===== src/rtl/rom_patch_match.sv =====
module rom_patch_match #(
  parameter int AW = 16
) (
  input  logic                                   clk,
  input  logic                                   rst_n,
  input  logic                                   fetch_valid,
  input  logic [AW-1:0]                          fetch_addr,
  input  logic                                   reg_we,
  input  logic [$clog2(2*((AW+7)/8)+1)-1:0]      reg_addr,
  input  logic [7:0]                             reg_wmask,
  input  logic [7:0]                             reg_wdata,
  output logic [7:0]                             reg_rdata,
  output logic                                   patch_req,
  output logic                                   patch_sel
);
  localparam int NB   = (AW + 7) / 8;
  localparam int RA_W = $clog2(2 * NB + 1);

  logic [1:0]             en, st, hit;
  logic [1:0][AW-1:0]     car, car_nx;
  logic [1:0][NB*8-1:0]   car_pad;
  logic                   ctrl_wr;

  assign ctrl_wr = reg_we && (reg_addr == '0);

  for (genvar k = 0; k < 2; k++) begin : g_cmp
    assign hit[k] = fetch_valid && en[k] && (fetch_addr == car[k]);
  end

  always_comb begin
    for (int k = 0; k < 2; k++) begin
      car_pad[k] = '0;
      car_pad[k][AW-1:0] = car[k];
    end
  end

  always_comb begin
    logic [NB*8-1:0] p;
    for (int k = 0; k < 2; k++) begin
      p = car_pad[k];
      for (int b = 0; b < NB; b++)
        if (reg_we && reg_addr == RA_W'(1 + k*NB + b))
          p[b*8 +: 8] = (p[b*8 +: 8] & ~reg_wmask) | (reg_wdata & reg_wmask);
      car_nx[k] = p[AW-1:0];
    end
  end

  always_ff @(posedge clk) begin
    if (!rst_n) begin
      en        <= '0;
      st        <= '0;
      car       <= '0;
      patch_req <= 1'b0;
      patch_sel <= 1'b0;
    end else begin
      for (int k = 0; k < 2; k++) begin
        if (ctrl_wr && reg_wmask[2*k+1]) en[k] <= reg_wdata[2*k+1];
        st[k] <= hit[k] | (st[k] & ~(ctrl_wr & reg_wmask[2*k] & ~reg_wdata[2*k]));
      end
      car       <= car_nx;
      patch_req <= |hit;
      patch_sel <= ~hit[0] & hit[1];
    end
  end

  always_comb begin
    reg_rdata = '0;
    if (reg_addr == '0) reg_rdata = {4'b0, en[1], st[1], en[0], st[0]};
    for (int k = 0; k < 2; k++)
      for (int b = 0; b < NB; b++)
        if (reg_addr == RA_W'(1 + k*NB + b)) reg_rdata = car_pad[k][b*8 +: 8];
  end
endmodule


===== config.mk =====
export PLATFORM = sky130hd
export DESIGN_NAME = rom_patch_match
export DESIGN_NICKNAME = d
export VERILOG_FILES = /design/src/rtl/rom_patch_match.sv
export SDC_FILE = /design/constraint.sdc
export NUM_CORES = 1
export LEC_CHECK = 0
export BUFFER_PORTS_ARGS = -buffer_cell sky130_fd_sc_hd__buf_2
export CORE_MARGIN = 2
export CORE_UTILIZATION = 45
export DETAILED_ROUTE_END_ITERATION = 10
export PLACE_DENSITY = 0.67
export SYNTH_ARGS = -nofsm -noshare
export SYNTH_HDL_FRONTEND = slang
export SYNTH_SLANG_ARGS = --single-unit

===== constraint.sdc =====
create_clock -name clk -period 1.8 [get_ports clk]
set_input_delay 0 -clock clk [delete_from_list [all_inputs] [get_ports clk]]
set_output_delay 0 -clock clk [all_outputs]
set_load 0.005 [all_outputs]

==> metrics.yaml, run 1 <==
detail-route-antenna-nets: 0
arrival_ps: 1720
antennaDiodeCount: 0
drc_errors: 0
drt-initial-drc-count: 136
start_kind: "flop"
synthArstFlopShare_pct: 0
drv_slew: 0
critPathKind: "reg -> reg"
cts_root_buf: "clkbuf_8"
dr.pass1.iters: 5
ys.flop_type: "dfxtp_1"
cp_data_required_time_ps: 2030
final_core_util_pct: 56.2
power_per_cell_area_nw_per_um2: 623
wirelength_um: 5890
worst-r2r-cell-count: 5
fin_crit_ps: 1490
grt_pass1_vias: 1803
hold_start: "reg_wdata[1]"
worst_pin_slew_ps: 625
finalInstanceArea_sq_um: 2710
num_io_pins: 49
finalCritPeriodShare_pct: 82.7
routedWlPerCell_um: 15.6
gp_congestion: 0.842
r2r_end: "patch_req"
skew_ps: 4.82
cts_buffers: 5
status: "finished, final reports clean"
num_vias: 1982
antenna_found_initial: 0
crit_end: "patch_req"
syn_area_sq_um: 2280
leakagePower_nw: 1.16
syn_to_final_growth_pct: 18.8
regToRegSetupSlack_ps: 310
synth_cell_types: 31
crit_fanout: 3
place_hpwl_um: 4410
start_util_pct: 47.3
fmax_mhz: 672
dieArea_sq_um: 5650
port-buffer-count: 48
die_w_um: 75.2
grt_max_degree: 38
clock_sinks: 38
clockBufferDepth: 2
postSynthCellCount: 256
yosysWarnings: 0
die_height_um: 75.2
ys_seq_elements: 38
cp-end-kind: "flop"
viasPerCell: 5.26
drv_cap: 0
setup-tns-final_ps: 0
rsz0062_at_grt: "no"
slew_headroom_pct: 58.3
syn-num-nets: 295
clk_pin_slew_ps: 70
drive_gt1_share_pct: 22.6
track_usage_pct: 21.7
grt_pass1_wl_um: 9080
cts_setup_buffers: 0
worstSkewPairLatency_ps: 290
yosysSeqAreaShare_pct: 33.4
cts_tree: "done"
avgSynthCellArea_sq_um: 8.91
placed_cell_area_sq_um: 2590
grt_overflow_total: 0
peakVddDrop_mv: 0.339
final_nets: 350
final-setup-viol-count: 0
min_path_type: "in -> reg"
hold_viol_final: 0
std_cell_rows: 25
coreArea_sq_um: 4820
htree_levels: 2
synth-edff-count: 0
==> repair_timing <==
item / 4_1_cts / 5_1_grt
hold buffers: 4 / 0
gates resized for setup: 0 / 0
hold endpoints to repair: 4 / 0
==> final cells by class <==
cell class	count	area (sq um)
timing repair buffer	59	333
inverter	2	7.51
clock buffer	6	82.6
multi-input combinational	205	1440
sequential	38	761
fill	463	2110
tap	67	83.8
==> Yosys cell counts, types with 4 or more instances <==
cell	count	share of area, %
nor2_1	5	0.82
a21boi_1	6	2.0
clkbuf_1	5	0.82
nand2_1	44	7.2
nand3_1	10	2.2
mux2i_1	34	15
dfxtp_1	38	33
xor2_1	4	1.5
o22ai_1	8	2.2
nor2b_1	29	8.0
a22oi_1	8	2.6
nand4_1	8	2.2
xnor2_1	28	11
a31oi_1	5	1.4
==> metal layers <==
| layer | vias to the layer above | GRT usage (%) | routed length (um) | part of all wire, % |
|---|---|---|---|---|
| met2 | 60 | 32.8 | 2640 | 45 |
| met3 | 6 | 4.42 | 333 | 5.7 |
| li1 | 994 | - | - | - |
| met1 | 922 | 31.6 | 2850 | 48 |
| met5 | - | 0 | 0 | 0 |
| met4 | 0 | 5.85 | 61 | 1.0 |
==> logic make-up (layout without fill, tap and decap cells) <==
group	count (synthesis)	in the layout	synth area share (%)
xor+xnor	32	32	12.3
compound gates	31	31	9.93
simple gates	108	108	26.1
mux	34	34	14.9
buf+inv	13	67	3.40
flops	38	38	33.4
==> power breakdown <==
part / internal (mW) / switching (mW)
clock network: 0.295 / 0.282
registers: 0.850 / 0.00989
logic: 0.117 / 0.134
==> critical path, cell delays in order, from the launching register on <==
cell and delay (ps):
dfxtp_1 340, xnor2_1 220, nand4_1 140, nor4_1 300, nand4_1 200, a21bo_1 230
==> through the flow <==
step | hold slack [ps] | std cells | total power [mW] | setup WS, ps
3_5_place_dp | 302 | 367 | 1.12 | 311
2_1_floorplan | 146 | 256 | 1.01 | 554
3_3_place_gp | 293 | 367 | 1.12 | 349
5_1_grt | 10.4 | 377 | 1.74 | 174
4_1_cts | 3.79 | 377 | 1.70 | 303
6_report | 2.99 | 377 | 1.69 | 311
==> placed cells by master, fill, tap and decap left out <==
master / n
xor2_1: 4
inv_1: 2
nor2_1: 5
dfxtp_1: 38
clkbuf_8: 6
nand3b_1: 1
dlygate4sd3_1: 4
buf_4: 7
a21boi_2: 2
nor2b_1: 29
o21a_1: 1
buf_2: 48
nor3b_4: 2
nor3_2: 1
nor2_2: 1
mux2i_1: 34
nor2b_4: 1
xnor2_1: 28
nor4_1: 2
a31oi_1: 5
o22ai_1: 8
a21bo_1: 1
nand4_1: 8
nand2_1: 44
a22oi_1: 8
nor4_2: 1
nand3_1: 10
nand2b_4: 1
nand2b_1: 1
and3b_1: 1
a21boi_1: 6
==> worst min-delay path by stage <==
| stage | slack [ps] | end | cells past startpoint |
|---|---|---|---|
| 2_1_floorplan | 150 | flop | 2 |
| 3_5_place_dp | 300 | flop | 3 |
| 6_report | 3 | flop | 3 |
| 4_1_cts | 4 | flop | 3 |
| 3_3_place_gp | 290 | flop | 3 |
| 5_1_grt | 10 | flop | 3 |
No activity file was read; power rests on OpenSTA's default activity.
==> run 2: changes to the inputs <==
--- a/config.mk
+++ b/config.mk
@@ -5,6 +5,7 @@
 export SDC_FILE = /design/constraint.sdc
 export NUM_CORES = 1
 export LEC_CHECK = 0
+export ABC_AREA = 1
 export BUFFER_PORTS_ARGS = -buffer_cell sky130_fd_sc_hd__buf_2
 export CORE_MARGIN = 2
 export CORE_UTILIZATION = 45
==> constraint.sdc (replaced) <==
create_clock -name clk -period 1.5 [get_ports clk]
set_input_delay 0 -clock clk [delete_from_list [all_inputs] [get_ports clk]]
set_output_delay 0 -clock clk [all_outputs]
set_load 0.005 [all_outputs]
==> metrics.yaml, run 2 <==
status: "finished, final reports clean"  # unchanged
detail-route-antenna-nets: 0  # unchanged
skew_ps: 5.03  # was 4.82 ps
final_core_util_pct: 56.8  # was 56.2%
layout_common_cells: "nand2_1 (114), inv_1 (52), buf_2 (48), a21oi_1 (42), o21ai_0 (41)"  # was buf_2 (48), nand2_1 (44), dfxtp_1 (38), mux2i_1 (34), nor2b_1 (29)
dp.cells: 476  # was 367
synth.area.top_cells: "dfxtp_1 (34%), nand2_1 (19%), a21oi_1 (9.5%)"  # was dfxtp_1 (33%), mux2i_1 (15%), xnor2_1 (11%)
worstSkewPairLatency_ps: 290  # about the same
multiInputGateArea_sq_um: 1230  # was 1440 sq um
crit_path_cell_trace: "inv_1 -> nand2_1 -> o21ai_0 -> nor2_1 -> nand2_1 -> nor2_1 -> nand2_1 -> nor2_1 -> nor2_1"  # was xnor2_1 -> nand4_1 -> nor4_1 -> nand4_1 -> a21bo_1
cts_tree: "done"  # unchanged
syn_area_sq_um: 2220  # was 2280 sq um
die_height_um: 74.2  # was 75.2 um
min_path_type: "in -> reg"  # unchanged
hold_buffers: 3  # was 4
antenna_found_initial: 0  # unchanged
fin_ws_ps: 329  # was 311 ps
placed_cell_area_sq_um: 2550  # was 2590 sq um
peakVddDrop_mv: 0.452  # was 0.339 mV
start_kind: "flop"  # unchanged
worst_pin_slew_ps: 449  # was 625 ps
critPathKind: "reg -> reg"  # unchanged
dr.pass1.iters: 5  # unchanged
avgSynthCellArea_sq_um: 6.15  # was 8.91 sq um
drt-initial-drc-count: 184  # was 136
drv_cap: 0  # unchanged
cts_root_buf: "clkbuf_8"  # unchanged
synth-edff-count: 0  # unchanged
stdcell_count: 487  # was 377
cp-end-kind: "flop"  # unchanged
yosysSeqAreaShare_pct: 34.3  # was 33.4%
synth_top_area_share_pct: 34.3  # was 33.4%
register_area_sq_um: 761  # unchanged
num_vias: 2454  # was 1982
syn_to_final_growth_pct: 21.0  # was 18.8%
track_usage_pct: 26.7  # was 21.7%
gp_congestion: 0.945  # was 0.842
syn-num-nets: 400  # was 295
synth_most_common_cell: "nand2_1"  # unchanged
grt_overflow_total: 0  # unchanged
ys_seq_elements: 38  # unchanged
wirelength_um: 6880  # was 5890 um
place_ws_ps: 352  # was 311 ps
coreArea_sq_um: 4720  # was 4820 sq um
crit_slowest_cell: "dfxtp_1"  # unchanged
synth_cell_types: 24  # was 31
cts_buffers: 5  # unchanged
slew_headroom_pct: 70.1  # was 58.3%
ys_top_cells_by_count: "nand2_1 (114), inv_1 (52), a21oi_1 (42), o21ai_0 (41), dfxtp_1 (38)"  # was nand2_1 (44), dfxtp_1 (38), mux2i_1 (34), nor2b_1 (29), xnor2_1 (28)
synth_top_area_cell: "dfxtp_1"  # unchanged
hold_viol_final: 0  # unchanged
clk_pin_slew_ps: 80  # was 70 ps
fin_crit_ps: 1170  # was 1490 ps
arrival_ps: 1360  # was 1720 ps
htree_levels: 2  # unchanged
final_common_cell: "nand2_1"  # was buf_2
final_nets: 458  # was 350
crit_fanout: 3  # unchanged
setup-tns-final_ps: 0  # unchanged
ys.flop_type: "dfxtp_1"  # unchanged
ctsResizeCount: 0  # unchanged
cts_setup_buffers: 0  # unchanged
viasPerCell: 5.04  # was 5.26
num_io_pins: 49  # unchanged
dieArea_sq_um: 5510  # was 5650 sq um
power_per_cell_area_nw_per_um2: 827  # was 623 nW/um^2
grt_max_degree: 22  # was 38
cp_data_required_time_ps: 1690  # was 2030 ps
synthArstFlopShare_pct: 0  # unchanged
drc_errors: 0  # unchanged
clock_sinks: 38  # unchanged
grt_pass1_vias: 2280  # was 1803
max_stage_delay_ps: 350  # was 340 ps
std_cell_rows: 25  # unchanged
finalCritPeriodShare_pct: 78.1  # was 82.7%
fillers: 484  # was 463
drive_gt1_share_pct: 16.2  # was 22.6%
routedWlPerCell_um: 14.1  # was 15.6 um
die_w_um: 74.2  # was 75.2 um
final-setup-viol-count: 0  # unchanged
leakagePower_nw: 1.18  # was 1.16 nW
fmax_mhz: 854  # was 672 MHz
rsz0062_at_grt: "no"  # unchanged
port-buffer-count: 48  # unchanged
grt_pass1_wl_um: 10900  # was 9080 um
clockBufferDepth: 2  # unchanged
postSynthCellCount: 361  # was 256
antennaDiodeCount: 0  # unchanged
start_util_pct: 47.0  # was 47.3%
drv_slew: 0  # unchanged
cpMostUsedCell: "nor2_1"  # was nand4_1
finalInstanceArea_sq_um: 2690  # was 2710 sq um
yosysWarnings: 0  # unchanged
place_hpwl_um: 5110  # was 4410 um
run 2: cell count changes after synthesis, sizes merged, moves of 6 or more:
cell    change
nor2       +24
a22oi       -8
a21oi      +42
nor2b      -30
inv        +50
a21boi      -8
o21ai      +45
nand2      +74
nand4       -6
mux2i      -34
xnor2      -27
run 2: area by class of cell:
cell class	instances	area share, %
inverter	53	7.41
multi-input combinational	266	46.0
sequential	38	28.3
clock buffer	7	2.84
clock inverter	1	1.12
timing repair buffer	55	11.2
tap	67	3.12
run 2: worst paths after layout:
path | start | to | slack (ps) | cells after the start
setup / recovery | flop | patch_sel | 330 | 9
hold / removal | reg_wmask[0] | flop | 6 | 3
setup reg to reg | flop | patch_sel | 330 | 9
hold reg to reg | en[1] | en[1] | 480 | 2
run 2: cell families after synthesis:
group | share of synthesized area (%)
AO/OA/AOI/OAI | 22.7
buffers and inverters | 10.0
XOR/XNOR | 1.58
AND/OR/NAND/NOR | 31.4
flip-flops | 34.3
run 2: power by group:
group	total [mW]	leakage (nW)	internal, mW	switching (mW)
Sequential	1.04	0.307	1.03	0.0118
Clock	0.876	0.0524	0.498	0.378
Combinational	0.306	0.819	0.108	0.199
run 2: critical path, delay by kind of cell, from the launching register on:
family | cells | cell delay, ps
AOI/OAI and AO/OA | 1 | 80
buffers and inverters | 1 | 70
DFF | 1 | 350
and+or+nand+nor | 7 | 560
run 2: through the flow:
stage / power [mW] / hold WS, ps
detailed placement: 1.36 / 270
global placement: 1.35 / 269
floorplan: 1.21 / 124
global route: 2.29 / 16.1
CTS: 2.23 / 1.62
finish: 2.22 / 5.62
run 2: per-layer routing:
metal | vias up | share of wire [%] | wire, um | GRT usage, %
met4 | 0 | 2.8 | 193 | 13.1
met2 | 84 | 44 | 3050 | 41.4
met1 | 1079 | 45 | 3120 | 35.8
met5 | - | 0 | 0 | 0
met3 | 15 | 7.4 | 508 | 5.28
li1 | 1276 | - | - | -
==> run 3: changes to the inputs <==
==> constraint.sdc (replaced) <==
create_clock -name clk -period 1.15 [get_ports clk]
set_input_delay 0 -clock clk [delete_from_list [all_inputs] [get_ports clk]]
set_output_delay 0 -clock clk [all_outputs]
set_load 0.005 [all_outputs]
==> metrics.yaml, run 3 (synthesized netlist as in run 2, its figures left out) <==
violations: "negative setup slack"
fin_ws_ps: -38.3  # was 329 ps
wirelength_um: 6900  # was 6880 um
cp_data_required_time_ps: 1150  # was 1690 ps
worstSkewPairLatency_ps: 290  # about the same
worst_pin_slew_ps: 420  # was 449 ps
drt-initial-drc-count: 140  # was 184
num_io_pins: 49  # unchanged
syn_to_final_growth_pct: 29.2  # was 21.0%
finalInstanceArea_sq_um: 2870  # was 2690 sq um
status: "finished with violations"  # was finished, final reports clean
crit_end: "reg_rdata[3]"  # was patch_sel
final_common_cell: "nand2_1"  # unchanged
gp_congestion: 0.914  # was 0.945
grt_overflow_total: 0  # unchanged
arrival_ps: 1190  # was 1360 ps
regToRegSetupSlack_ps: 30  # was 330 ps
cts_tree: "done"  # unchanged
htree_levels: 2  # unchanged
r2r_end: "patch_sel"  # unchanged
start_kind: "flop"  # unchanged
antenna_found_initial: 0  # unchanged
antennaDiodeCount: 0  # unchanged
drive_gt1_share_pct: 28.0  # was 16.2%
fillers: 458  # was 484
die_height_um: 74.2  # unchanged
grt_pass1_wl_um: 10900  # about the same
dp.cells: 489  # was 476
p_total_mw: 2.76  # was 2.22 mW
min_path_type: "in -> reg"  # unchanged
detail-route-antenna-nets: 0  # unchanged
dieArea_sq_um: 5510  # unchanged
coreArea_sq_um: 4720  # unchanged
leakagePower_nw: 1.27  # was 1.18 nW
std_cell_rows: 25  # unchanged
drv_cap: 0  # unchanged
layout_common_cells: "nand2_1 (113), buf_2 (48), a21oi_1 (41), inv_1 (39), o21ai_0 (36)"  # was nand2_1 (114), inv_1 (52), buf_2 (48), a21oi_1 (42), o21ai_0 (41)
port-buffer-count: 48  # unchanged
finalCritPeriodShare_pct: 103
place_hpwl_um: 5290  # was 5110 um
whs_ps: 5.16  # was 5.62 ps
placed_cell_area_sq_um: 2660  # was 2550 sq um
grt_max_degree: 16  # was 22
grt_pass1_vias: 2354  # was 2280
cts_root_buf: "clkbuf_8"  # unchanged
skew_ps: 3.40  # was 5.03 ps
multiInputGateArea_sq_um: 1270  # was 1230 sq um
stdcell_count: 503  # was 487
peakVddDrop_mv: 0.438  # was 0.452 mV
power_per_cell_area_nw_per_um2: 962  # was 827 nW/um^2
viasPerCell: 5.09  # was 5.04
crit_fanout: 3  # unchanged
track_usage_pct: 26.7  # about the same
fin_crit_ps: 1190
num_vias: 2562  # was 2454
rsz0062_at_grt: "yes"  # was no
worst-r2r-cell-count: 9  # unchanged
critPathKind: "reg -> out"  # was reg -> reg
register_area_sq_um: 779  # was 761 sq um
drv_slew: 0  # unchanged
cts_buffers: 5  # unchanged
hold_viol_final: 0  # unchanged
final-setup-viol-count: 1  # was 0
die_w_um: 74.2  # unchanged
clock_sinks: 38  # unchanged
clk_pin_slew_ps: 70  # was 80 ps
cp-end-kind: "output pin"  # was flop
drc_errors: 0  # unchanged
final_nets: 474  # was 458
fmax_mhz: 842
place_ws_ps: -19.6  # was 352 ps
routedWlPerCell_um: 13.7  # was 14.1 um
dr.pass1.iters: 5  # unchanged
slew_headroom_pct: 72.0  # was 70.1%
clockBufferDepth: 2  # unchanged
start_util_pct: 47.0  # unchanged
[run 3: changes by cell type in the layout (fill, tap and decap cells not counted), moves of 5 or more]
cell	before	now
dfxtp_1	38	23
dfxtp_2	0	15
buf_4	4	17
inv_1	52	39
inv_2	0	13
o21ai_0	41	36
[run 3: cell type report]
| class | instances | area share, % |
|---|---|---|
| clock buffer | 7 | 3.01 |
| clock inverter | 1 | 0.175 |
| tap | 67 | 2.93 |
| inverter | 53 | 6.94 |
| timing repair buffer | 71 | 15.3 |
| multi-input combinational | 266 | 44.4 |
| sequential | 38 | 27.2 |
[run 3: critical path: stages, from the launching register on]
cell and delay (ps):
dfxtp_2 320, inv_2 80, buf_6 100, o22ai_2 50
a21oi_1 120, nand3_1 100, buf_2 140
[run 3: worst min-delay path by stage]
stage / startpoint / to / slack, ps / cells after the start
floorplan: reg_wdata[3] / flop / 120 / 1
global placement: reg_wdata[3] / flop / 270 / 2
detailed placement: reg_wdata[3] / flop / 270 / 2
CTS: reg_wdata[1] / flop / 3 / 3
global route: reg_wdata[5] / flop / 10 / 3
finish: reg_wmask[4] / flop / 5 / 3
[run 3: timing repair]
| item | in CTS | in global routing |
|---|---|---|
| hold endpoints to repair | 4 | 0 |
| pin swaps | 2 | 20 |
| gates resized for setup | 8 | 36 |
| setup buffers | 0 | 2 |
| setup endpoints to repair | 3 | 12 |
| hold buffers | 4 | 0 |
[run 3: stage by stage]
step / util (%) / TNS (ps)
after floorplan: - / 0
after global placement: 56.3 / 0
after detailed placement: 56.3 / -19.6
after CTS: 59.4 / -28.2
after global routing: 60.7 / -452
final: 60.7 / -38.3
[run 3: routing by layer]
layer	global-route usage, %	share of wire (%)	vias to the layer above
met1	35.4	46	1136
li1	-	-	1313
met3	4.74	5.8	21
met4	9.13	3.0	0
met2	44.1	45	92
met5	0	0	-
[run 3: power breakdown]
group          leakage (nW)  switching, mW  internal, mW
clock network        0.0482          0.477         0.484
logic                 0.904          0.267         0.169
registers             0.315         0.0172          1.34
